File: src/rtl/rtc_status_pkg.sv
package rtc_status_pkg;

    localparam int STATUS_W   = 8;
    localparam int NUM_ALARMS = 2;
    localparam int LEVEL_W    = 4;

    // bit positions of the status byte (the host decodes these)
    localparam int BIT_LOST   = 0;
    localparam int BIT_CRIT   = 1;
    localparam int BIT_WARN   = 2;
    localparam int BIT_MLOW   = 3;
    localparam int ALARM_LSB  = 4;
    localparam int BIT_DST    = 6;
    localparam int BIT_BMODE  = 7;

    typedef struct packed {
        logic batt_mode;
        logic dst_shifted;
        logic alarm1;
        logic alarm0;
        logic main_low;
        logic batt_warn;
        logic batt_crit;
        logic power_lost;
    } status_t;

    typedef enum logic [1:0] {
        RD_IDLE  = 2'd0,
        RD_HOLD  = 2'd1,
        RD_CLEAR = 2'd2
    } rd_state_e;

endpackage

File: src/rtl/rtc_level_sync.sv
module rtc_level_sync #(
    parameter int STAGES = 2,
    parameter int WIDTH  = 4
) (
    input  logic             clk,
    input  logic             rst_n,
    input  logic [WIDTH-1:0] d,
    output logic [WIDTH-1:0] q
);

    generate
        if (STAGES <= 1) begin : g_single
            logic [WIDTH-1:0] stage_q;
            always_ff @(posedge clk or negedge rst_n) begin
                if (!rst_n) stage_q <= '0;
                else        stage_q <= d;
            end
            assign q = stage_q;
        end else begin : g_chain
            logic [STAGES-1:0][WIDTH-1:0] pipe_q;
            always_ff @(posedge clk or negedge rst_n) begin
                if (!rst_n) pipe_q <= '0;
                else        pipe_q <= {pipe_q[STAGES-2:0], d};
            end
            assign q = pipe_q[STAGES-1];
        end
    endgenerate

endmodule

File: src/rtl/rtc_read_fsm.sv
module rtc_read_fsm
    import rtc_status_pkg::*;
#(
    parameter int          ADDR_W      = 8,
    parameter int unsigned STATUS_ADDR = 8
) (
    input  logic                  clk,
    input  logic                  rst_n,
    input  logic                  rd_en,
    input  logic [ADDR_W-1:0]     addr,
    input  logic                  auto_clr_en,
    input  status_t               live,
    output logic                  rd_active,
    output status_t               snap,
    output logic [NUM_ALARMS-1:0] auto_clr
);

    localparam logic [ADDR_W-1:0] HIT_ADDR = ADDR_W'(STATUS_ADDR);

    rd_state_e state_q, state_d;
    logic      start;

    assign start = (state_q == RD_IDLE) && rd_en && (addr == HIT_ADDR);

    // state register
    always_ff @(posedge clk or negedge rst_n) begin
        if (!rst_n) state_q <= RD_IDLE;
        else        state_q <= state_d;
    end

    // transitions: start, finish-clear, finish-plain, retire
    always_comb begin
        state_d = state_q;
        unique case (state_q)
            RD_IDLE:  if (start) state_d = RD_HOLD;
            RD_HOLD:  if (!rd_en) state_d = auto_clr_en ? RD_CLEAR : RD_IDLE;
            RD_CLEAR: state_d = RD_IDLE;
            default:  state_d = RD_IDLE;
        endcase
    end

    // snapshot taken on the start transition
    always_ff @(posedge clk or negedge rst_n) begin
        if (!rst_n)     snap <= '0;
        else if (start) snap <= live;
    end

    // outputs
    always_comb begin
        rd_active = 1'b0;
        auto_clr  = '0;
        unique case (state_q)
            RD_IDLE:  ;
            RD_HOLD:  rd_active = 1'b1;
            RD_CLEAR: auto_clr  = {snap.alarm1, snap.alarm0};
            default:  ;
        endcase
    end

endmodule

File: src/rtl/rtc_flag_core.sv
module rtc_flag_core
    import rtc_status_pkg::*;
#(
    parameter int          ADDR_W        = 8,
    parameter int unsigned STATUS_ADDR   = 8,
    parameter int unsigned RTC_LAST_ADDR = 7,
    parameter logic [7:0]  FORCE_CODE    = 8'hF0
) (
    input  logic                  clk,
    input  logic                  rst_n,
    input  logic                  wr_en,
    input  logic [ADDR_W-1:0]     addr,
    input  logic [STATUS_W-1:0]   wdata,
    input  logic [NUM_ALARMS-1:0] alarm_hit,
    input  logic [NUM_ALARMS-1:0] auto_clr,
    input  logic                  dst_fwd,
    input  logic                  dst_rev,
    input  logic                  dst_enable,
    input  logic                  pwr_up,
    input  logic                  main_lost,
    input  logic                  batt_lost,
    output logic [NUM_ALARMS-1:0] alarm_q,
    output logic                  dst_q,
    output logic                  lost_q
);

    localparam logic [ADDR_W-1:0] STAT_A = ADDR_W'(STATUS_ADDR);
    localparam logic [ADDR_W-1:0] LAST_A = ADDR_W'(RTC_LAST_ADDR);

    logic stat_wr, time_wr, force_dst, total_loss;

    assign stat_wr    = wr_en && (addr == STAT_A);
    assign time_wr    = wr_en && (addr <= LAST_A);
    assign force_dst  = stat_wr && (wdata == FORCE_CODE);
    assign total_loss = pwr_up && main_lost && batt_lost;

    // alarm flags: hardware set beats every clear
    generate
        for (genvar i = 0; i < NUM_ALARMS; i++) begin : g_alarm
            logic host_clr;
            assign host_clr = stat_wr && !wdata[ALARM_LSB+i];
            always_ff @(posedge clk or negedge rst_n) begin
                if (!rst_n)                       alarm_q[i] <= 1'b0;
                else if (alarm_hit[i])            alarm_q[i] <= 1'b1;
                else if (host_clr || auto_clr[i]) alarm_q[i] <= 1'b0;
            end
        end
    endgenerate

    // daylight-saving flag: disable beats set, set beats reverse
    always_ff @(posedge clk or negedge rst_n) begin
        if (!rst_n)                      dst_q <= 1'b0;
        else if (!dst_enable)            dst_q <= 1'b0;
        else if (dst_fwd || force_dst)   dst_q <= 1'b1;
        else if (dst_rev)                dst_q <= 1'b0;
    end

    // power-lost flag: set beats the timekeeping-write clear
    always_ff @(posedge clk or negedge rst_n) begin
        if (!rst_n)          lost_q <= 1'b0;
        else if (total_loss) lost_q <= 1'b1;
        else if (time_wr)    lost_q <= 1'b0;
    end

endmodule

File: src/rtl/rtc_status_flags.sv
module rtc_status_flags
    import rtc_status_pkg::*;
#(
    parameter int          ADDR_W        = 8,
    parameter int unsigned STATUS_ADDR   = 8,
    parameter int unsigned RTC_LAST_ADDR = 7,
    parameter int          SYNC_STAGES   = 2,
    parameter logic [7:0]  FORCE_CODE    = 8'hF0
) (
    input  logic                  clk,
    input  logic                  rst_n,
    input  logic                  host_wr,
    input  logic                  host_rd,
    input  logic [ADDR_W-1:0]     host_addr,
    input  logic [7:0]            host_wdata,
    output logic [7:0]            host_rdata,
    input  logic [1:0]            alarm_hit,
    input  logic                  dst_fwd,
    input  logic                  dst_rev,
    input  logic                  dst_enable,
    input  logic                  auto_clr_en,
    input  logic                  pwr_up,
    input  logic                  main_lost,
    input  logic                  batt_lost,
    input  logic                  on_batt,
    input  logic                  batt_bus_en,
    input  logic                  main_low_raw,
    input  logic                  batt_warn_raw,
    input  logic                  batt_crit_raw
);

    logic [LEVEL_W-1:0]    lvl_q;
    logic [NUM_ALARMS-1:0] alarm_q, auto_clr;
    logic                  dst_q, lost_q, rd_active;
    status_t               live, snap;

    rtc_level_sync #(
        .STAGES (SYNC_STAGES),
        .WIDTH  (LEVEL_W)
    ) u_sync (
        .clk   (clk),
        .rst_n (rst_n),
        .d     ({on_batt, main_low_raw, batt_warn_raw, batt_crit_raw}),
        .q     (lvl_q)
    );

    rtc_flag_core #(
        .ADDR_W        (ADDR_W),
        .STATUS_ADDR   (STATUS_ADDR),
        .RTC_LAST_ADDR (RTC_LAST_ADDR),
        .FORCE_CODE    (FORCE_CODE)
    ) u_core (
        .clk        (clk),
        .rst_n      (rst_n),
        .wr_en      (host_wr),
        .addr       (host_addr),
        .wdata      (host_wdata),
        .alarm_hit  (alarm_hit),
        .auto_clr   (auto_clr),
        .dst_fwd    (dst_fwd),
        .dst_rev    (dst_rev),
        .dst_enable (dst_enable),
        .pwr_up     (pwr_up),
        .main_lost  (main_lost),
        .batt_lost  (batt_lost),
        .alarm_q    (alarm_q),
        .dst_q      (dst_q),
        .lost_q     (lost_q)
    );

    always_comb begin
        live.batt_mode   = lvl_q[3] & batt_bus_en;
        live.dst_shifted = dst_q;
        live.alarm1      = alarm_q[1];
        live.alarm0      = alarm_q[0];
        live.main_low    = lvl_q[2];
        live.batt_warn   = lvl_q[1];
        live.batt_crit   = lvl_q[0];
        live.power_lost  = lost_q;
    end

    rtc_read_fsm #(
        .ADDR_W      (ADDR_W),
        .STATUS_ADDR (STATUS_ADDR)
    ) u_rd (
        .clk         (clk),
        .rst_n       (rst_n),
        .rd_en       (host_rd),
        .addr        (host_addr),
        .auto_clr_en (auto_clr_en),
        .live        (live),
        .rd_active   (rd_active),
        .snap        (snap),
        .auto_clr    (auto_clr)
    );

    assign host_rdata = rd_active ? snap : '0;

endmodule

File: config.mk
export PLATFORM = sky130hd
export DESIGN_NAME = rtc_status_flags
export DESIGN_NICKNAME = d
export VERILOG_FILES = /design/src/rtl/rtc_status_pkg.sv /design/src/rtl/rtc_level_sync.sv /design/src/rtl/rtc_read_fsm.sv /design/src/rtl/rtc_flag_core.sv /design/src/rtl/rtc_status_flags.sv
export SDC_FILE = /design/constraint.sdc
export NUM_CORES = 1
export LEC_CHECK = 0
export BUFFER_PORTS_ARGS = -buffer_cell sky130_fd_sc_hd__clkbuf_2
export CORE_ASPECT_RATIO = 0.8
export CORE_MARGIN = 2
export CORE_UTILIZATION = 47
export CTS_BUF_LIST = sky130_fd_sc_hd__clkbuf_4
export CTS_CLUSTER_SIZE = 14
export DETAILED_ROUTE_END_ITERATION = 16
export MAX_ROUTING_LAYER = met4
export PLACE_DENSITY = 0.8
export REMOVE_ABC_BUFFERS = 1
export SETUP_SLACK_MARGIN = 0.02
export SYNTH_ARGS = -nofsm -noshare
export SYNTH_HDL_FRONTEND = slang
export SYNTH_SLANG_ARGS = --single-unit
File: constraint.sdc
create_clock -name clk -period 1.57 [get_ports clk]
set_input_delay 0.0785 -clock clk [delete_from_list [all_inputs] [get_ports clk]]
set_output_delay 0.0785 -clock clk [all_outputs]
set_load 0.02 [all_outputs]
### Yosys cells after proc, flatten, opt, wreduce, memory -nomap -nowiden

Index checks and enable logic that the tools add are counted.

* register bits after elaboration: 22
* output and inout port bits: 8
* input port bits: 34
* word-level logic and storage cells: 59

* bitwise operators: 1
* multiplexer cells: 16
* reduce and logical (&&, ||, !) cells: 19
* equality and inequality tests: 7
* order comparisons: 1

Operator list (number)
* $mux 1: 10
* $logic_and 1x1->1: 9
* $eq 8x4->1 const B: 1
* $eq 8x8->1 const B: 1
* $le 8x3->1 const B: 1
* $mux 2: 4
* $mux 8: 1
* $reduce_bool 2->1: 3
* $pmux 2 s2: 1
* $logic_or 1x1->1: 3
* $ne 3x2->1 const B: 1
* $eq 2x1->1 const B: 1
* $eq 2x2->1 const B: 1
* $logic_not 1->1: 2
* $logic_not 2->1: 1
* $ne 2x1->1 const B: 1
* $ne 2x2->1 const B: 1
* $reduce_and 2->1: 1
* $and 1x1->1: 1

### Logic depth before layout (Yosys ltp)

Gate-level depths: netlist (run 1).

* depth after elaboration: 6
* depth in mapped cells: 3
* gate-level depth less buffers: 3

### Hierarchy

Synthesis (run 1) repeated with hierarchy kept, for this count alone.

* cell total of the unflattened synthesis: 74
* area total of the unflattened synthesis: 938.4 µm²

Modules (own cells, without submodules)
* rtc_read_fsm: instances 1, cells an instance 28, sequential area each 250.2 µm², area each 430.4 µm²
* rtc_level_sync: instances 1, cells an instance 12, sequential area each 200.2 µm², area each 230.2 µm²
* rtc_flag_core: instances 1, cells an instance 25, sequential area each 100.1 µm², area each 221.5 µm²
* rtc_status_flags: instances 1, cells an instance 9, sequential area each 0.0 µm², area each 56.3 µm²

### Worst setup path after synthesis (run 1)

Ideal clock, no wire load.

* kind: flip-flop to flip-flop
* start: register u_rd.state_q[1]
* end: register, netlist name u_rd.snap[0]
* cell stages (with the launch flop): 4
* buffers on the path: 0
* arrival time: 1.195 ns
* required time: 1.445 ns
* period minus slack after synthesis: 1.320 ns
* path slack: 0.250 ns
* library setup time: 0.125 ns
* path through: dfrtp_1 nor3b_1 nand3_4 mux2_4

* cells in the longest elaborated chain, start to end: 3

Ends and longest elaborated chain
* from (decl): line rtc_read_fsm.sv:20 `rd_state_e state_q, state_d;`
* from (signal assigned): line rtc_read_fsm.sv:28 `else state_q <= state_d;`
* $logic_not 2->1: line rtc_read_fsm.sv:23 `assign start = (state_q == RD_IDLE) && rd_en && (addr == HIT_ADDR);`
* $logic_and 1x1->1 (2 in series): line rtc_read_fsm.sv:23

Every way passes these cells.
A chain may end at the register's enable or synchronous reset.

### Worst setup path in the final report (run 1)

* start: register u_rd.state_q[1]
* end: register, netlist name u_rd.snap[0]

* cells in the longest elaborated chain, start to end: 3

Ends and longest elaborated chain (line)
* $logic_not 2->1: rtc_read_fsm.sv:23
* $logic_and 1x1->1 (2 in series): rtc_read_fsm.sv:23

Every way passes these cells.

==> results of run 1 <==
state kept, by name, indices dropped and copies added (netlist names):
signal                 flops
u_core.alarm_q             2
u_core.lost_q              1
u_sync.q                   4
u_core.dst_q               1
u_sync.g_chain.pipe_q      4
u_rd.state_q               2
u_rd.snap                  8
power groups by stage:
stage | Sequential (mW) | Combinational (mW) | Clock (mW)
2_1_floorplan | 0.611 | 0.0303 | 0
3_3_place_gp | 0.616 | 0.0883 | 0
3_5_place_dp | 0.616 | 0.0918 | 0
4_1_cts | 0.605 | 0.106 | 0.256
5_1_grt | 0.607 | 0.116 | 0.284
6_report | 0.604 | 0.103 | 0.240
per-stage QoR:
step | setup WS, ps | hold WS [ps] | instances | area, sq um | utilization (%)
floorplan | 250 | -217 | 65 | 915 | -
global placement | 215 | 71.3 | 130 | 1150 | 61.9
detailed placement | 142 | 85.3 | 130 | 1150 | 61.9
CTS | 50.2 | 8.21 | 140 | 1240 | 67.0
global route | 22.7 | 3.74 | 140 | 1250 | 67.3
finish | 95.4 | 20.9 | 140 | 1250 | 67.3
routing by layer:
layer  vias up  wire length, um  GRT usage, %
met5         -                0             -
li1        337                -             -
met4         0                6          3.08
met1       323              728          21.0
met3         2               99          6.21
met2        21              823          27.4
layout make-up:
| cell class | count | area, sq um | area share [%] |
|---|---|---|---|
| Clock buffer | 3 | 22.5 | 1.80 |
| Multi-Input combinational cell | 42 | 368 | 29.4 |
| Sequential cell | 22 | 551 | 44.0 |
| Inverter | 1 | 3.75 | 0.300 |
| Timing Repair Buffer | 48 | 275 | 22.0 |
| Tap cell | 24 | 30.0 | 2.40 |
cell families after synthesis:
kind of cell | Yosys count | share of synthesized area, %
buffers and inverters | 1 | 0.410
AOI/OAI and AO/OA | 8 | 6.02
DFF | 22 | 60.2
and+or+nand+nor | 26 | 22.8
muxes | 8 | 10.5
synth_stat cells:
master	count
mux2i_1	1
dfrtp_1	22
and2_2	1
nor3_1	1
nor4_4	1
nand4_1	1
and2_1	8
nor4b_4	1
a21oi_1	3
nor3b_1	3
mux2_2	5
inv_1	1
nand3_4	1
nand2_1	1
mux2_4	2
nor2b_1	2
a41o_1	1
o21a_1	1
and3b_1	1
a32o_1	1
a31oi_1	2
nor2_1	2
nand3b_1	3
worst reg2reg max path: cells and delay by family (launching register included):
kind             cells  cell delay, ps
DFF                  1             470
and+or+nand+nor      2             560
muxes                1             340
timing repair:
item / 4_1_cts / 5_1_grt
pin swaps: 0 / 0
setup buffers: 0 / 0
endpoints found under the hold margin: 29 / 0
gates resized for setup: 1 / 1
hold buffers: 7 / 0
setup endpoints to repair: 8 / 8
final timing paths:
path | startpoint | endpoint | slack, ps | cells after the start
min | auto_clr_en | u_rd.state_q[1]$_DFFE_PN0P_ | 20 | 2
min reg2reg | u_sync.g_chain.pipe_q[3]$_DFF_PN0_ | u_sync.q[3]$_DFF_PN0_ | 360 | 0
max | u_rd.state_q[1]$_DFFE_PN0P_ | u_rd.snap[0]$_DFFE_PN0P_ | 100 | 3
max reg2reg | u_rd.state_q[1]$_DFFE_PN0P_ | u_rd.snap[0]$_DFFE_PN0P_ | 100 | 3
min in group asynchronous | rst_n | u_core.alarm_q[1]$_DFFE_PN0P_ | 280 | 2
max in group asynchronous | rst_n | u_rd.snap[0]$_DFFE_PN0P_ | 940 | 2
==> results_dict.tcl, run 1 <==
set metrics [dict create \
    tritoncts "done" \
    overflow 0 \
    gp_congestion 0.708 \
    critPathSlowestCell "dfrtp_1" \
    grtUsageTotal_pct 17.1 \
    critPathRequiredTime_ps 1760 \
    antenna_found_initial 0 \
    fill_cells 149 \
    clk_pin_slew_ps 110 \
    p_seq_share_pct 63.7 \
    port_buffers 41 \
    fmaxAchievable_mhz 678 \
    grt_pass1_wl_um 2750 \
    p_switching_mw 0.203 \
    synth_area_leaders "dfrtp_1, mux2_2, and2_1" \
    drc 0 \
    total_power_mw 0.948 \
    setup_viol_count_final 0 \
    coreArea_sq_mm 0.00186 \
    grt_start_max_net_pins 23 \
    final_cell_mix "clkbuf_2, dfrtp_1, and2_1, dlygate4sd3_1, mux2_2" \
    critical_path.cell_chain "nor3b_1 -> nand3_4 -> mux2_4" \
    timing.slew.headroom_pct 64.6 \
    root_buffer "clkbuf_4" \
    antenna_cells 0 \
    tns_ps 0 \
    power.internal_mw 0.745 \
    maxCapViolCount 0 \
    fin_skew_ps 3.63 \
    p_comb_share_pct 10.9 \
    wl_per_cell_um 11.8 \
    path_class "reg2reg" \
    clk_latency_ps 290 \
    final_antenna_net_count 0 \
    power_density_mw_per_mm2 758 \
    design.portCount 42 \
    crit_path_max_fanout 8 \
    dp_hpwl_um 1340 \
    ys_ff_latch 22 \
    grt_pass1_vias 652 \
    cp-end-kind "flop" \
    finalHoldViolations 0 \
    worstHoldPathType "in2reg" \
    path_buf_inv 0 \
    slew_violations 0 \
    tightest_slew_ps 531 \
    final_common_cell "clkbuf_2" \
    period_minus_slack_ps 1470 \
    cp_top_family "simple AND/OR/NAND/NOR gates" \
    die_h_um 43.5 \
    max_stage_delay_ps 470 \
    yosysTopAreaCell "dfrtp_1" \
    cts.sinks 22 \
    cp.arrival_ps 1660 \
    die_area_sq_mm 0.00232 \
    swShare_pct 21.4 \
    totalWireLength_um 1660 \
    rsz0062_at_grt "no" \
    period_share_pct 93.9 \
    synth_seq_area_share_pct 60.2 \
    p_clk_share_pct 25.4 \
    ys_types 23 \
    vias 683 \
    yosysTopAreaCellShare_pct 60.2 \
    initial_core_util_pct 49.3 \
    cts_made_buffers 3 \
    area_delta_synth_final_pct 36.7 \
    nNetsFinal 152 \
    syn-cell-area_sq_um 915 \
    critPathLaunchType "flop" \
    syn_inst 65 \
    drt_iter0_drc 1 \
    synth-warning-count 0 \
    die_w_um 53.3 \
    p_leak_nw 0.635 \
    ir_worst_vdd_v 0.000726 \
    drive_gt1_share_pct 48.3 \
    viasPerCell 4.88 \
    outcome "finished, final reports clean" \
    synth.avg_cell_area_sq_um 14.1 \
    first_pass_iters 2 \
    fp-row-count 14 \
    cts_buffer_depth 2 \
    cts_max_level 1 \
]
No activity file was read; power rests on OpenSTA's default activity.
==> run 2, diff against run 1 <==
==> constraint.sdc (replaced) <==
create_clock -name clk -period 1.57 [get_ports clk]
set_input_delay 0.157 -clock clk [delete_from_list [all_inputs] [get_ports clk]]
set_output_delay 0.157 -clock clk [all_outputs]
set_load 0.02 [all_outputs]
==> results_dict.tcl, run 2 (same netlist as run 1, synthesis figures left out) <==
set metrics [dict create \
    period_minus_slack_ps 1490 \
    design.portCount 42 \
    finalCoreUtilization_pct 67.4 \
    coreArea_sq_mm 0.00186 \
    die_w_um 53.3 \
    area_delta_synth_final_pct 36.8 \
    p_clk_share_pct 26.5 \
    wl_per_cell_um 12.6 \
    clk_pin_slew_ps 110 \
    outcome "finished, final reports clean" \
    vias 707 \
    antenna_found_initial 0 \
    cts_max_level 1 \
    dp_hpwl_um 1330 \
    p_seq_share_pct 63.0 \
    p_comb_share_pct 10.5 \
    drive_gt1_share_pct 50.4 \
    path_buf_inv 1 \
    rsz0062_at_grt "no" \
    root_buffer "clkbuf_4" \
    ir_worst_vdd_v 0.000552 \
    die_h_um 43.5 \
    final_antenna_net_count 0 \
    clk_latency_ps 300 \
    tns_ps 0 \
    timing.slew.headroom_pct 64.7 \
    nNetsFinal 152 \
    antenna_cells 0 \
    gp_congestion 0.708 \
    grt_pass1_wl_um 2750 \
    p_leak_nw 0.636 \
    power_density_mw_per_mm2 767 \
    port_buffers 41 \
    power.internal_mw 0.745 \
    swShare_pct 22.4 \
    tritoncts "done" \
    drc 0 \
    critPathRequiredTime_ps 1410 \
    drt_iter0_drc 2 \
    top_register "u_rd.snap" \
    grt_start_max_net_pins 23 \
    critPathSlowestCell "dfrtp_2" \
    die_area_sq_mm 0.00232 \
    fp-row-count 14 \
    crit_path_max_fanout 6 \
    final_common_cell "clkbuf_2" \
    cts_made_buffers 3 \
    fmaxAchievable_mhz 672 \
    finalHoldViolations 0 \
    worstHoldPathType "in2reg" \
    overflow 0 \
    largest_reg_flops 8 \
    cp.arrival_ps 1330 \
    critical_path.cell_chain "nor2b_2 -> and2_1 -> clkbuf_2" \
    final_cell_mix "clkbuf_2, dfrtp_1, and2_1, mux2_2, dlygate4sd3_1" \
    cp_top_family "flip-flops" \
    cts.sinks 22 \
    p_switching_mw 0.215 \
    totalWireLength_um 1780 \
    first_pass_iters 4 \
    path_class "reg2out" \
    setup_viol_count_final 0 \
    cp-end-kind "output pin" \
    max_stage_delay_ps 480 \
    fin_skew_ps 1.31 \
    maxCapViolCount 0 \
    critPathLaunchType "flop" \
    cts_buffer_depth 2 \
    viasPerCell 5.01 \
    tightest_slew_ps 529 \
    initial_core_util_pct 49.3 \
    period_share_pct 94.8 \
    grtUsageTotal_pct 17.3 \
    slew_violations 0 \
    grt_pass1_vias 655 \
]
-- run 2: final timing paths --
path	from	cells after the start	slack, ps	to
worst min-delay path	batt_bus_en	3	70	u_rd.snap[7]$_DFFE_PN0P_
worst max register to register	u_rd.state_q[1]$_DFFE_PN0P_	3	90	u_rd.snap[6]$_DFFE_PN0P_
worst min register to register	u_sync.g_chain.pipe_q[2]$_DFF_PN0_	0	360	u_sync.q[2]$_DFF_PN0_
max in group asynchronous	rst_n	2	840	u_rd.state_q[1]$_DFFE_PN0P_
worst max-delay path	u_rd.state_q[1]$_DFFE_PN0P_	3	80	host_rdata[3]
min in group asynchronous	rst_n	2	350	u_rd.snap[7]$_DFFE_PN0P_
-- run 2: repair_timing --
| action | in CTS | in global routing |
|---|---|---|
| setup buffers | 0 | 1 |
| hold buffers | 5 | 0 |
| gates resized for setup | 2 | 1 |
| gates cloned | 0 | 1 |
| hold endpoints to repair | 26 | 0 |
| endpoints found under the setup margin | 8 | 7 |
-- run 2: final cells by class --
cell class / instances / area [sq um]
sequential: 22 / 552
clock buffer: 3 / 22.5
multi-input combinational: 43 / 377
fill: 170 / 606
timing repair buffer: 47 / 263
tap: 24 / 30.0
inverter: 1 / 3.75
clock inverter: 1 / 3.75
-- run 2: per-layer routing --
metal | track usage, % | share of wire [%] | routed length (um) | up-vias
met5 | - | 0 | 0 | -
met4 | 3.08 | 0.90 | 16 | 0
met3 | 6.21 | 5.3 | 94 | 4
met2 | 27.4 | 50 | 898 | 21
met1 | 21.5 | 43 | 773 | 339
li1 | - | - | - | 343
-- run 2: through the flow --
| step | instance area (sq um) | power [mW] | setup WS [ps] | hold slack [ps] | std cells |
|---|---|---|---|---|---|
| after global placement | 1150 | 0.705 | 212 | 150 | 130 |
| final | 1250 | 0.960 | 81.0 | 74.9 | 141 |
| after detailed placement | 1150 | 0.708 | 138 | 163 | 130 |
| after floorplan | 915 | 0.642 | 250 | -139 | 65 |
| after global routing | 1250 | 1.02 | 23.5 | 56.1 | 141 |
| after CTS | 1230 | 0.972 | 59.0 | 72.4 | 139 |
-- run 2: power groups by stage --
stage	sequential (mW)	combinational (mW)	clock, mW
3_5_place_dp	0.616	0.0920	0
3_3_place_gp	0.616	0.0883	0
5_1_grt	0.608	0.112	0.299
2_1_floorplan	0.611	0.0303	0
4_1_cts	0.605	0.102	0.264
6_report	0.605	0.100	0.255
-- run 2: worst min-delay path, cell delays in order --
cell      delay, ps
clkbuf_2         80
nand2_1          60
mux2i_1          60
